===== src/rtl/cfi_fmt_pkg.sv =====
package cfi_fmt_pkg;

  localparam int unsigned QRY_DEPTH = 82;  // 0x52 table entries

  typedef enum logic {
    MODE_ID  = 1'b0,
    MODE_QRY = 1'b1
  } rd_mode_e;

  function automatic logic [7:0] qry_entry(input logic [6:0] i);
    logic [7:0] v;
    case (i)
      7'h10:   v = 8'h51;
      7'h11:   v = 8'h52;
      7'h12:   v = 8'h59;
      default: v = {1'b0, i} * 8'd7 + 8'd3;
    endcase
    return v;
  endfunction

endpackage


===== src/rtl/cfi_qry_rom.sv =====
module cfi_qry_rom
  import cfi_fmt_pkg::*;
#(
  parameter int unsigned ADDR_W = 16
) (
  input  logic [ADDR_W-1:0] idx_i,
  output logic [7:0]        byte_o
);

  logic hit;

  assign hit    = idx_i < ADDR_W'(QRY_DEPTH);
  assign byte_o = hit ? qry_entry(idx_i[6:0]) : 8'h00;

endmodule


===== src/rtl/cfi_slice_fmt.sv =====
module cfi_slice_fmt
  import cfi_fmt_pkg::*;
#(
  parameter int unsigned BANK_W    = 4,
  parameter int unsigned DEV_W     = 2,
  parameter int unsigned MAX_DEV_W = 2,
  parameter int unsigned ADDR_W    = 16
) (
  input  logic [ADDR_W-1:0]   off_i,
  input  logic                qry_mode_i,
  input  logic [15:0]         mfr_id_i,
  input  logic [15:0]         dev_id_i,
  output logic [ADDR_W-1:0]   idx_o,
  output logic [8*BANK_W-1:0] data_o
);

  localparam int unsigned SHIFT = $clog2(BANK_W) + $clog2(MAX_DEV_W) - $clog2(DEV_W);
  localparam int unsigned NLANE = BANK_W / DEV_W;
  localparam int unsigned DW    = 8 * DEV_W;
  localparam bit          X8    = (DEV_W == 1) && (MAX_DEV_W > 1);
  localparam bit          BAD   = (DEV_W != MAX_DEV_W) && !X8;

  logic [7:0]    tbl_byte;
  logic [DW-1:0] q_dev;
  logic [DW-1:0] id_dev;
  logic [DW-1:0] dev_resp;
  logic [15:0]   id_val;

  assign idx_o = off_i >> SHIFT;

  cfi_qry_rom #(.ADDR_W(ADDR_W)) u_rom (
    .idx_i  (idx_o),
    .byte_o (tbl_byte)
  );

  // query answer of one device
  if (X8) begin : g_x8
    logic [8*MAX_DEV_W-1:0] rep;
    assign rep   = {MAX_DEV_W{tbl_byte}};
    assign q_dev = rep[DW-1:0];
  end else if (BAD) begin : g_bad
    assign q_dev = '0;
  end else begin : g_native
    always_comb begin
      q_dev      = '0;
      q_dev[7:0] = tbl_byte;
    end
  end

  // identifier answer of one device; high index bits ignored
  always_comb begin
    case (idx_o[7:0])
      8'd0:    id_val = mfr_id_i;
      8'd1:    id_val = dev_id_i;
      default: id_val = 16'h0000;
    endcase
    id_dev = '0;
    for (int b = 0; b < DEV_W && b < 2; b++) id_dev[8*b+:8] = id_val[8*b+:8];
  end

  assign dev_resp = (qry_mode_i == MODE_QRY) ? q_dev : id_dev;
  assign data_o   = {NLANE{dev_resp}};

endmodule


===== src/rtl/cfi_resp_fmt.sv =====
module cfi_resp_fmt
  import cfi_fmt_pkg::*;
#(
  parameter int unsigned BANK_W    = 4,
  parameter int unsigned DEV_W     = 2,
  parameter int unsigned MAX_DEV_W = 2,
  parameter int unsigned BUS_W     = 4,
  parameter int unsigned ADDR_W    = 16
) (
  input  logic                clk_i,
  input  logic                rst_ni,
  input  logic                req_i,
  input  logic                qry_mode_i,
  input  logic [ADDR_W-1:0]   off_i,
  input  logic [1:0]          width_i,
  input  logic [15:0]         mfr_id_i,
  input  logic [15:0]         dev_id_i,
  output logic                rvalid_o,
  output logic [8*BUS_W-1:0]  rdata_o
);

  localparam int unsigned DATA_W = 8 * BUS_W;
  localparam int unsigned SW     = 8 * BANK_W;
  localparam int unsigned NSLICE = BUS_W / BANK_W;
  localparam int unsigned NLANE  = BANK_W / DEV_W;
  localparam int unsigned DW     = 8 * DEV_W;
  localparam bit          BAD    = (DEV_W != MAX_DEV_W) && !((DEV_W == 1) && (MAX_DEV_W > 1));

  if (DEV_W > MAX_DEV_W || DEV_W > BANK_W || BANK_W > BUS_W || MAX_DEV_W > 4 || BUS_W > 4)
  begin : g_cfg_err
    $error("cfi_resp_fmt: unsupported width parameters");
  end

  logic [2:0]        acc_bytes;
  logic [DATA_W-1:0] word;
  logic              rvalid_q;
  logic [DATA_W-1:0] rdata_q;

  always_comb begin
    case (width_i)
      2'd0:    acc_bytes = 3'd1;
      2'd1:    acc_bytes = 3'd2;
      default: acc_bytes = 3'd4;
    endcase
  end

  for (genvar k = 0; k < NSLICE; k++) begin : g_slice
    logic [ADDR_W-1:0] s_off;
    logic [ADDR_W-1:0] s_idx;
    logic [SW-1:0]     s_data;
    logic              s_act;

    assign s_off = off_i + ADDR_W'(k * BANK_W);
    assign s_act = (k == 0) || (32'(k * BANK_W) < 32'(acc_bytes));

    cfi_slice_fmt #(
      .BANK_W    (BANK_W),
      .DEV_W     (DEV_W),
      .MAX_DEV_W (MAX_DEV_W),
      .ADDR_W    (ADDR_W)
    ) u_slice (
      .off_i      (s_off),
      .qry_mode_i (qry_mode_i),
      .mfr_id_i   (mfr_id_i),
      .dev_id_i   (dev_id_i),
      .idx_o      (s_idx),
      .data_o     (s_data)
    );

    assign word[k*SW+:SW] = s_act ? s_data : '0;

    assert_oob_zero_R4: assert property (@(posedge clk_i) disable iff (!rst_ni)
      (qry_mode_i && s_idx >= ADDR_W'(QRY_DEPTH)) |-> (s_data == '0));

    assert_id_other_zero_R8: assert property (@(posedge clk_i) disable iff (!rst_ni)
      (!qry_mode_i && s_idx[7:0] > 8'd1) |-> (s_data == '0));

    if (BAD) begin : g_bad_chk
      assert_mismatch_zero_R7: assert property (@(posedge clk_i) disable iff (!rst_ni)
        qry_mode_i |-> (s_data == '0));
    end

    for (genvar l = 1; l < NLANE; l++) begin : g_lane_chk
      assert_lane_copy_R5: assert property (@(posedge clk_i) disable iff (!rst_ni)
        s_data[l*DW+:DW] == s_data[DW-1:0]);
    end
  end

  always_ff @(posedge clk_i or negedge rst_ni) begin
    if (!rst_ni) begin
      rvalid_q <= 1'b0;
      rdata_q  <= '0;
    end else begin
      rvalid_q <= req_i;
      if (req_i) rdata_q <= word;
    end
  end

  assign rvalid_o = rvalid_q;
  assign rdata_o  = rdata_q;

  assert_valid_lat_R10: assert property (@(posedge clk_i) disable iff (!rst_ni)
    req_i |=> rvalid_o);

  assert_idle_hold_R10: assert property (@(posedge clk_i) disable iff (!rst_ni)
    !req_i |=> (!rvalid_o && $stable(rdata_o)));

  if (BANK_W < BUS_W) begin : g_upper_chk
    assert_upper_zero_R9: assert property (@(posedge clk_i) disable iff (!rst_ni)
      (req_i && width_i == 2'd0) |=> (rdata_o[DATA_W-1:SW] == '0));
  end

endmodule


===== config.mk =====
export PLATFORM = sky130hd
export DESIGN_NAME = cfi_resp_fmt
export DESIGN_NICKNAME = d
export VERILOG_FILES = /design/src/rtl/cfi_fmt_pkg.sv /design/src/rtl/cfi_qry_rom.sv /design/src/rtl/cfi_slice_fmt.sv /design/src/rtl/cfi_resp_fmt.sv
export SDC_FILE = /design/constraint.sdc
export NUM_CORES = 1
export LEC_CHECK = 0
export BUFFER_PORTS_ARGS = -buffer_cell sky130_fd_sc_hd__clkbuf_2
export CAP_MARGIN = 15
export CORE_MARGIN = 4
export CORE_UTILIZATION = 53
export CTS_CLUSTER_DIAMETER = 60
export CTS_CLUSTER_SIZE = 8
export DETAILED_ROUTE_END_ITERATION = 8
export PLACE_DENSITY_LB_ADDON = 0.1
export SLEW_MARGIN = 20
export SYNTH_ARGS = -nofsm -noshare
export SYNTH_HDL_FRONTEND = slang
export SYNTH_HIERARCHICAL = 1
export SYNTH_SLANG_ARGS = --single-unit

===== constraint.sdc =====
create_clock -name clk_i -period 0.95 [get_ports clk_i]
set_input_delay 0.0475 -clock clk_i [delete_from_list [all_inputs] [get_ports clk_i]]
set_output_delay 0.0475 -clock clk_i [all_outputs]
set_load 0.01 [all_outputs]

# Yosys cells after proc, flatten, opt, wreduce, memory -nomap -nowiden
# Index checks and enable logic that the tools add are counted.
totals:
  reg_bits: 33
  in_bits: 54
  out_inout_bits: 33
op_classes:
  n_addsub: 1
  mul: 1
  order_cmp: 1
  eq_ne: 4
  mux: 4
  reduce_logical: 1
op_table:
  columns: ["op", "count"]
  rows:
  - ["16-bit case mux with 2 select lines", 1]
  - ["8-bit case mux with 3 select lines", 1]
  - ["7-bit by 5-bit == test with 1-bit output (second input constant)", 3]
  - ["16-bit 2-to-1 mux", 1]
  - ["14-bit by 7-bit < comparator with 1-bit output (second input constant)", 1]
  - ["8-bit by 2-bit adder with 8-bit output (second input constant)", 1]
  - ["8-bit by 1-bit == test with 1-bit output (second input constant)", 1]
  - ["8-bit logical NOT", 1]
  - ["7-bit by 3-bit multiplier with 8-bit output (second input constant)", 1]
  - ["8-bit 2-to-1 mux", 1]

# Logic depth before layout (Yosys ltp)
# Gate-level depths: netlist of run 1.
logic_depth:
  depth_word: 5
  mapped_depth: 14

# Modules after synthesis
# Netlist of run 1, hierarchy kept.
modules_own_cells:
  columns: ["module", "instances", "cells_per_inst", "area_per_inst_um2"]
  rows:
  - ["cfi_resp_fmt", 1, 69, 1370.1]
  - ["cfi_qry_rom", 1, 78, 705.7]
  - ["cfi_slice_fmt", 1, 83, 638.1]

# Worst setup path before layout of run 1
# Ideal clock, no wire load.
synth_path:
  path_type: "input port to flip-flop"
  startpoint: "input port off_i[3]"
  endpoint: "register rdata_q[23] (netlist: rdata_o[23])"
  arrival_time_ns: 2.515
  path_slack_ns: -1.690
  stages: 14
  path_cell_list: "inv_1 fa_1 inv_1 ha_1 ha_1 a211oi_2 o21bai_1 a21oi_1 xnor2_1 nor3_2 nand2_1 o41ai_2 buf_4 mux2_4"
synth_between:
  elab_chain_len: 5
  word_cells_on_any_way: 12
  cone_classes: "1 x add/sub; 1 x mul; 1 x order compare; 4 x eq/ne; 4 x mux; 1 x reduce/logical"
synth_rtl:
  columns: ["item", "line_no", "text"]
  rows:
  - ["from (decl)", "cfi_resp_fmt.sv:14", "input logic [ADDR_W-1:0] off_i,"]
  - ["7-bit by 3-bit multiplier with 8-bit output", "cfi_fmt_pkg.sv:16", "default: v = {1'b0, i} * 8'd7 + 8'd3;"]
  - ["8-bit by 2-bit adder with 8-bit output", "cfi_fmt_pkg.sv:16", null]
  - ["8-bit case mux with 3 select lines", "cfi_fmt_pkg.sv:12", "case (i)"]
  - ["8-bit 2-to-1 mux (*)", "cfi_qry_rom.sv:13", "assign byte_o = hit ? qry_entry(idx_i[6:0]) : 8'h00;"]
  - ["via g_slice[0].u_slice.tbl_byte[7]", "cfi_slice_fmt.sv:23", "logic [7:0] tbl_byte;"]
  - ["16-bit 2-to-1 mux (*)", "cfi_slice_fmt.sv:61", "assign dev_resp = (qry_mode_i == MODE_QRY) ? q_dev : id_dev;"]
  - ["via g_slice[0].s_data[7]", "cfi_resp_fmt.sv:50", "logic [SW-1:0] s_data;"]
  - ["to (signal assigned)", "cfi_resp_fmt.sv:95", "if (req_i) rdata_q <= word;"]
  - ["to (decl)", "cfi_resp_fmt.sv:37", "logic [DATA_W-1:0] rdata_q;"]
# Mark *: on every way through the listed nets, which the timed path passes. The rest lies on a longest branch.
# A chain may end at the register's enable or synchronous reset.

# Final worst setup path of run 1
# Ends and elaborated chain as after synthesis.

==> metrics.txt, run 1 <==
Worst-Skew Late Latency=0.28 ns; I/O pin count=87; P_int=2.61 mW; Syn Inst Count=214; fin cells=384; max-slew violation count=0; grt peak-use layer=met2; CORE AREA=4720 um^2; routability cong.=0.807; Final Net Count=394; HPWL after detailed placement=4460 um; DRC Markers=0; placed instance count=369; Final Cycle Share=244%; max frequency=432 MHz; Num CTS Buffers=5; FP Rows=25; M1 GR Usage=25.3%; Seq pwr share=37.6%; number of antenna violations at the first check in global routing=0; R2R setup slack=0.15 ns; placed cell area=3230 um^2; post-route cell area=3480 um^2; fillcell total=361; Hold Path Class=in2reg; Worst Setup Path Type=in2reg; met2 Resource Use GR=36.7%; Critical Path Start Type=primary input; status=complete, but fails checks; Max clock buf depth=2; PortBufs=82; clk_skew=0 ns; logic gate share of total power=35.0%; Crit path max-delay family=adder cells; RSZ-0062 raised after global routing=yes; Total GRT Usage=20.6%; number of synthesis warnings=6; Leak Pwr=1.83 nW; final hold vios=0; antenna cells=0; switching power=1.14 mW; Die ar.=6080 um^2; DR iter-0 viols=117; via count=1998; layout cells sized above 1=59.6%; Slowest-stage cell, CP=fa_1; Area Growth Syn to Fin=34.3%; first-pass GRT wire length=10000 um; peak supply drop=0.689 mV; CP bufs+invs=1; Initial Utilization=54.9%; Worst-path clk slew=0.07 ns; Avg Cell Area, Syn=12.1 um^2; Clock power frac=27.4%; final worst slack=-1.37 ns; fin crit period=2.32 ns; CTS sink cnt=33; vias per std cell=5.20; H-tree depth=2; Slew headroom=65.6%; Final ANT Viol Nets=0; critical-path cell list=clkbuf_16 -> fa_1 -> ha_4 -> fa_2 -> a211oi_2 -> o21bai_1 -> a21oi_1 -> xnor2_1 -> nor3_2 -> nand2_1 -> o41ai_2 -> mux2_4; global routing usage on met3=3.83%; Die Span Y=78.0 um; vias in the first global route=2095; Pre-antenna DRT Iters=4; routed len/inst=15.8 um; CTS tree=built; Sw Ratio=30.4%; Synth Cell Area=2590 um^2; final wirelength=6070 um; largest net degree at the start of global routing=34; P per Cell Area=1080 nW/um^2; WP data arrival=2.48 ns; CP Data Required Time=1.12 ns; Crit Path Max Fanout=4; Max Cap Violations=0; Worst path max stage delay=0.54 ns; CP endpoint kind=flip-flop; Setup-failing EPs final=32; failing checks=setup timing; Root Buffer=clkbuf_8; DIE WIDTH=78.0 um; worst-margin pin slew=0.509 ns; gr ovfl total=0
## flip-flops by register name, indices dropped and copies added, names as in the netlist
register	count
rdata_o	32
rvalid_o	1
## per-stage QoR
stage	utilization, %	total power, mW	hold WS (ns)	setup TNS [ns]	setup slack, ns
global placement	68.5	2.62	0.0217	-32.01	-1.59
floorplan	-	2.21	-0.248	-25.05	-1.55
finish	73.7	3.76	0.118	-25.52	-1.37
global route	73.7	3.96	0.123	-28.19	-1.51
detailed placement	68.5	2.64	0.0236	-33.00	-1.63
CTS	72.5	3.70	0.116	-23.53	-1.32
## final cells by class
type	instances	area, um^2	share of cell area (%)
clock buffers	6	72.6	2.08
clock inverters	2	10.0	0.287
inverters	12	47.5	1.36
multi-input cells	143	1630	46.7
flip-flops and latches	33	826	23.7
well taps	67	83.8	2.41
repair buffers	121	817	23.5
## cell usage in the layout, fill, tap and decap left out, drive strengths merged, types with 2 or more instances in the layout
cell type  count
o21bai         2
or4            2
fa             7
conb           2
xor2           3
nand2         13
a21o           2
buf           40
o21ai          3
mux2          32
inv           12
a21oi          8
nor2           3
mux2i         16
o41ai          8
nor3           2
dfrtp         33
clkinv         2
nor4          10
clkbuf        86
xnor2          3
a211oi         3
ha            17
## metal layers
metal	share of wire (%)	vias to the layer above
met2	52	58
met3	5.4	7
li1	-	959
met4	1.1	0
met1	42	974
met5	0	-
## repair_timing
action,in CTS,in global routing
buffers inserted,3,2
endpoints found under the hold margin,33,0
endpoints found under the setup margin,32,32
hold buffers,1,0
pin swaps,9,14
gates cloned,1,0
resized for setup,12,12
## final timing paths
path	start	to	cells after the start
max	off_i[3]	rdata_o[23]	12
min	req_i	rvalid_o	2
max reg2reg	rdata_o[0]	rdata_o[0]	1
min reg2reg	rdata_o[24]	rdata_o[24]	1
max in group asynchronous	rst_ni	rdata_o[1]	3
min in group asynchronous	rst_ni	rdata_o[8]	3
## power by group through the flow
stage          Sequential [mW]  Clock (mW)  Combinational (mW)
4_1_cts                   1.41        1.04                1.25
2_1_floorplan             1.44           0               0.766
3_5_place_dp              1.44           0                1.20
5_1_grt                   1.41        1.09                1.46
3_3_place_gp              1.44           0                1.19
6_report                  1.41        1.03                1.32
(Power assumes the default switching activity.)
==> run 2: changes to the inputs <==
--- a/config.mk
+++ b/config.mk
@@ -7,12 +7,16 @@
 export LEC_CHECK = 0
 export BUFFER_PORTS_ARGS = -buffer_cell sky130_fd_sc_hd__clkbuf_2
 export CAP_MARGIN = 15
+export CELL_PAD_IN_SITES_DETAIL_PLACEMENT = 1
+export CELL_PAD_IN_SITES_GLOBAL_PLACEMENT = 2
 export CORE_MARGIN = 4
-export CORE_UTILIZATION = 53
+export CORE_UTILIZATION = 33
 export CTS_CLUSTER_DIAMETER = 60
 export CTS_CLUSTER_SIZE = 8
 export DETAILED_ROUTE_END_ITERATION = 8
+export GPL_ROUTABILITY_DRIVEN = 0
 export PLACE_DENSITY_LB_ADDON = 0.1
+export REMOVE_ABC_BUFFERS = 1
 export SLEW_MARGIN = 20
 export SYNTH_ARGS = -nofsm -noshare
 export SYNTH_HDL_FRONTEND = slang
==> run 2 against run 1 <==
Against the previous run:
- the run still ends with setup timing left
- sequential power about the same
- count of clock-buffer cells in the layout down 1
- cell area up 4.2%
- clock power about the same
- utilization down 27 points
- setup slack better by 0.045 ns
- register-to-register slack about the same
- total power up 5.1%
- global-route usage down 5.3 points
- critical path depth unchanged
- combinational power up 11%
- clock skew unchanged
- critical path type unchanged
==> metrics.txt, run 2 (same netlist as run 1, synthesis figures left out) <==
Crit Path Max Fanout=3 (-1); Max Cap Violations=0 (unchanged); worst r2r dst=rdata_o[6]; layout cells sized above 1=62.2% (+2.5 points); gr ovfl total=0 (unchanged); CTS sink cnt=33 (unchanged); reg2reg start=rdata_o[6]; Leak Pwr=1.89 nW (+3.6%); Max clock buf depth=2 (unchanged); CP bufs+invs=1 (unchanged); Total GRT Usage=15.3% (-5.3 points); failing checks=setup timing; max frequency=440 MHz (+2.0%); P_int=2.69 mW (+2.9%); critical-path cell list=clkbuf_16 -> fa_1 -> ha_4 -> fa_2 -> a211oi_4 -> o21bai_1 -> a21oi_2 -> xnor2_1 -> nor3_2 -> nand2_1 -> o41ai_2 -> mux2_4; Worst Setup Path Type=in2reg; Worst path max stage delay=0.58 ns (+0.04 ns); DR iter-0 viols=42 (-64%); status=complete, but fails checks; post-route cell area=3630 um^2 (+4.2%); Final Cycle Share=239% (-4.8 points); R2R setup slack=0.16 ns (about the same); routed len/inst=16.1 um (+2.0%); Worst-Skew Late Latency=0.28 ns (about the same); logic gate share of total power=37.3% (+2.3 points); Initial Utilization=33.7% (-21 points); DIE WIDTH=96.7 um (+24%); min-delay src=req_i; Sw Ratio=31.9% (+1.5 points); footprint of the multi-input gates=1660 um^2 (+2.2%); Area Growth Syn to Fin=39.9%; Crit path max-delay family=adder cells; max-slew violation count=0 (unchanged); number of antenna violations at the first check in global routing=0 (unchanged); CP Data Required Time=1.12 ns (about the same); Die ar.=9340 um^2 (+54%); Critical Path Start Type=primary input; max FFs per register=32 (unchanged); Num CTS Buffers=5 (unchanged); Root Buffer=clkbuf_8; Seq pwr share=35.8% (-1.8 points); vias in the first global route=2248 (+7.3%); antenna cells=0 (unchanged); commonest non-fill, non-tap cell in the layout=clkbuf_2; Final ANT Viol Nets=0 (unchanged); I/O pin count=87 (unchanged); pre-CTS WS=-1.86 ns (-0.223 ns); Slowest-stage cell, CP=fa_1; Hold Path Class=in2reg; fin crit period=2.27 ns (-0.0451 ns); HPWL after detailed placement=5010 um (+12%); H-tree depth=2 (unchanged); largest net degree at the start of global routing=34 (unchanged); Die Span Y=96.7 um (+24%); most frequent cells in the layout=clkbuf_2, buf_4, dfrtp_1; total area of sequential cells=826 um^2 (unchanged); final wirelength=6890 um (+13%); first-pass GRT wire length=11700 um (+17%); Clock power frac=26.9% (-0.5 points); FP Rows=32 (+28%); fillcell total=850 (+140%); placed cell area=3230 um^2 (unchanged); Worst-path clk slew=0.07 ns (about the same); WP data arrival=2.44 ns (-0.04 ns); CP endpoint kind=flip-flop; Hold Crit Depth=2 (unchanged); Hold EP=rvalid_o; Pre-antenna DRT Iters=2 (-2); clk_skew=0 ns (unchanged); DRC Markers=0 (unchanged); final hold vios=0 (unchanged); RSZ-0062 raised after global routing=yes; Final Net Count=402 (+2.0%); vias per std cell=4.70 (-9.7%); switching power=1.26 mW (+10%); PortBufs=82 (unchanged); CTS tree=built; peak supply drop=0.497 mV (-28%); P per Cell Area=1090 nW/um^2 (+0.83%); via count=2007 (+0.45%); path depth of the worst reg2reg path=1 (unchanged); Setup-failing EPs final=32 (unchanged); CORE AREA=7690 um^2 (+63%); final worst slack=-1.32 ns (+0.0451 ns)
==> run 2: cell types whose count changed in the layout (fill, tap and decap cells not counted), moves of 2 or more <==
| cell | previous run | this run |
|---|---|---|
| a21oi_2 | 1 | 4 |
| inv_1 | 6 | 8 |
| a21oi_1 | 6 | 3 |
| clkbuf_2 | 78 | 80 |
| buf_4 | 31 | 37 |
| inv_2 | 5 | 3 |
==> run 2: timing repair <==
item,in CTS,in global routing
pin swaps,26,5
setup buffers,9,0
hold buffers,1,0
endpoints found under the hold margin,33,0
gates cloned,1,0
resized for setup,33,9
setup endpoints to repair,32,32
==> run 2: worst max-delay path by stage <==
stage	start	cells past startpoint	slack, ns	end
finish	off_i[4]	12	-1.32	rdata_o[7]
detailed placement	off_i[3]	14	-1.86	rdata_o[7]
global route	off_i[4]	15	-1.45	rdata_o[7]
global placement	off_i[3]	14	-1.81	rdata_o[23]
CTS	off_i[4]	12	-1.34	rdata_o[7]
floorplan	off_i[3]	13	-1.57	rdata_o[23]
==> run 2: layer usage <==
metal | global-route usage, % | vias up | routed length (um)
li1 | - | 970 | -
met3 | 2.81 | 4 | 246
met1 | 19.7 | 987 | 3120
met2 | 26.4 | 46 | 3460
met4 | 3.89 | 0 | 59
met5 | 0 | - | 0
==> run 2: power groups by stage <==
stage / clock (mW) / sequential [mW] / combinational [mW]
3_5_place_dp: 0 / 1.44 / 1.10
4_1_cts: 1.09 / 1.41 / 1.38
2_1_floorplan: 0 / 1.44 / 0.532
5_1_grt: 1.16 / 1.41 / 1.62
6_report: 1.06 / 1.41 / 1.47
3_3_place_gp: 0 / 1.44 / 1.09
==> run 2: stage by stage <==
step	TNS [ns]	std cells	util (%)	hold slack [ns]	total power [mW]
6_report	-25.37	427	47.2	0.136	3.95
5_1_grt	-28.02	427	47.2	0.135	4.19
4_1_cts	-25.65	427	46.7	0.129	3.89
3_5_place_dp	-35.64	408	42.1	0.0256	2.54
3_3_place_gp	-34.77	408	42.1	0.0254	2.53
2_1_floorplan	-22.64	187	-	-0.248	1.97
==> run 2: area by class of cell <==
| type | instances | share of cell area [%] |
|---|---|---|
| Multi-Input combinational cell | 143 | 45.8 |
| Timing Repair Buffer | 129 | 24.3 |
| Sequential cell | 33 | 22.8 |
| Tap cell | 102 | 3.52 |
| Clock buffer | 5 | 1.90 |
| Inverter | 12 | 1.31 |
| Clock inverter | 3 | 0.483 |
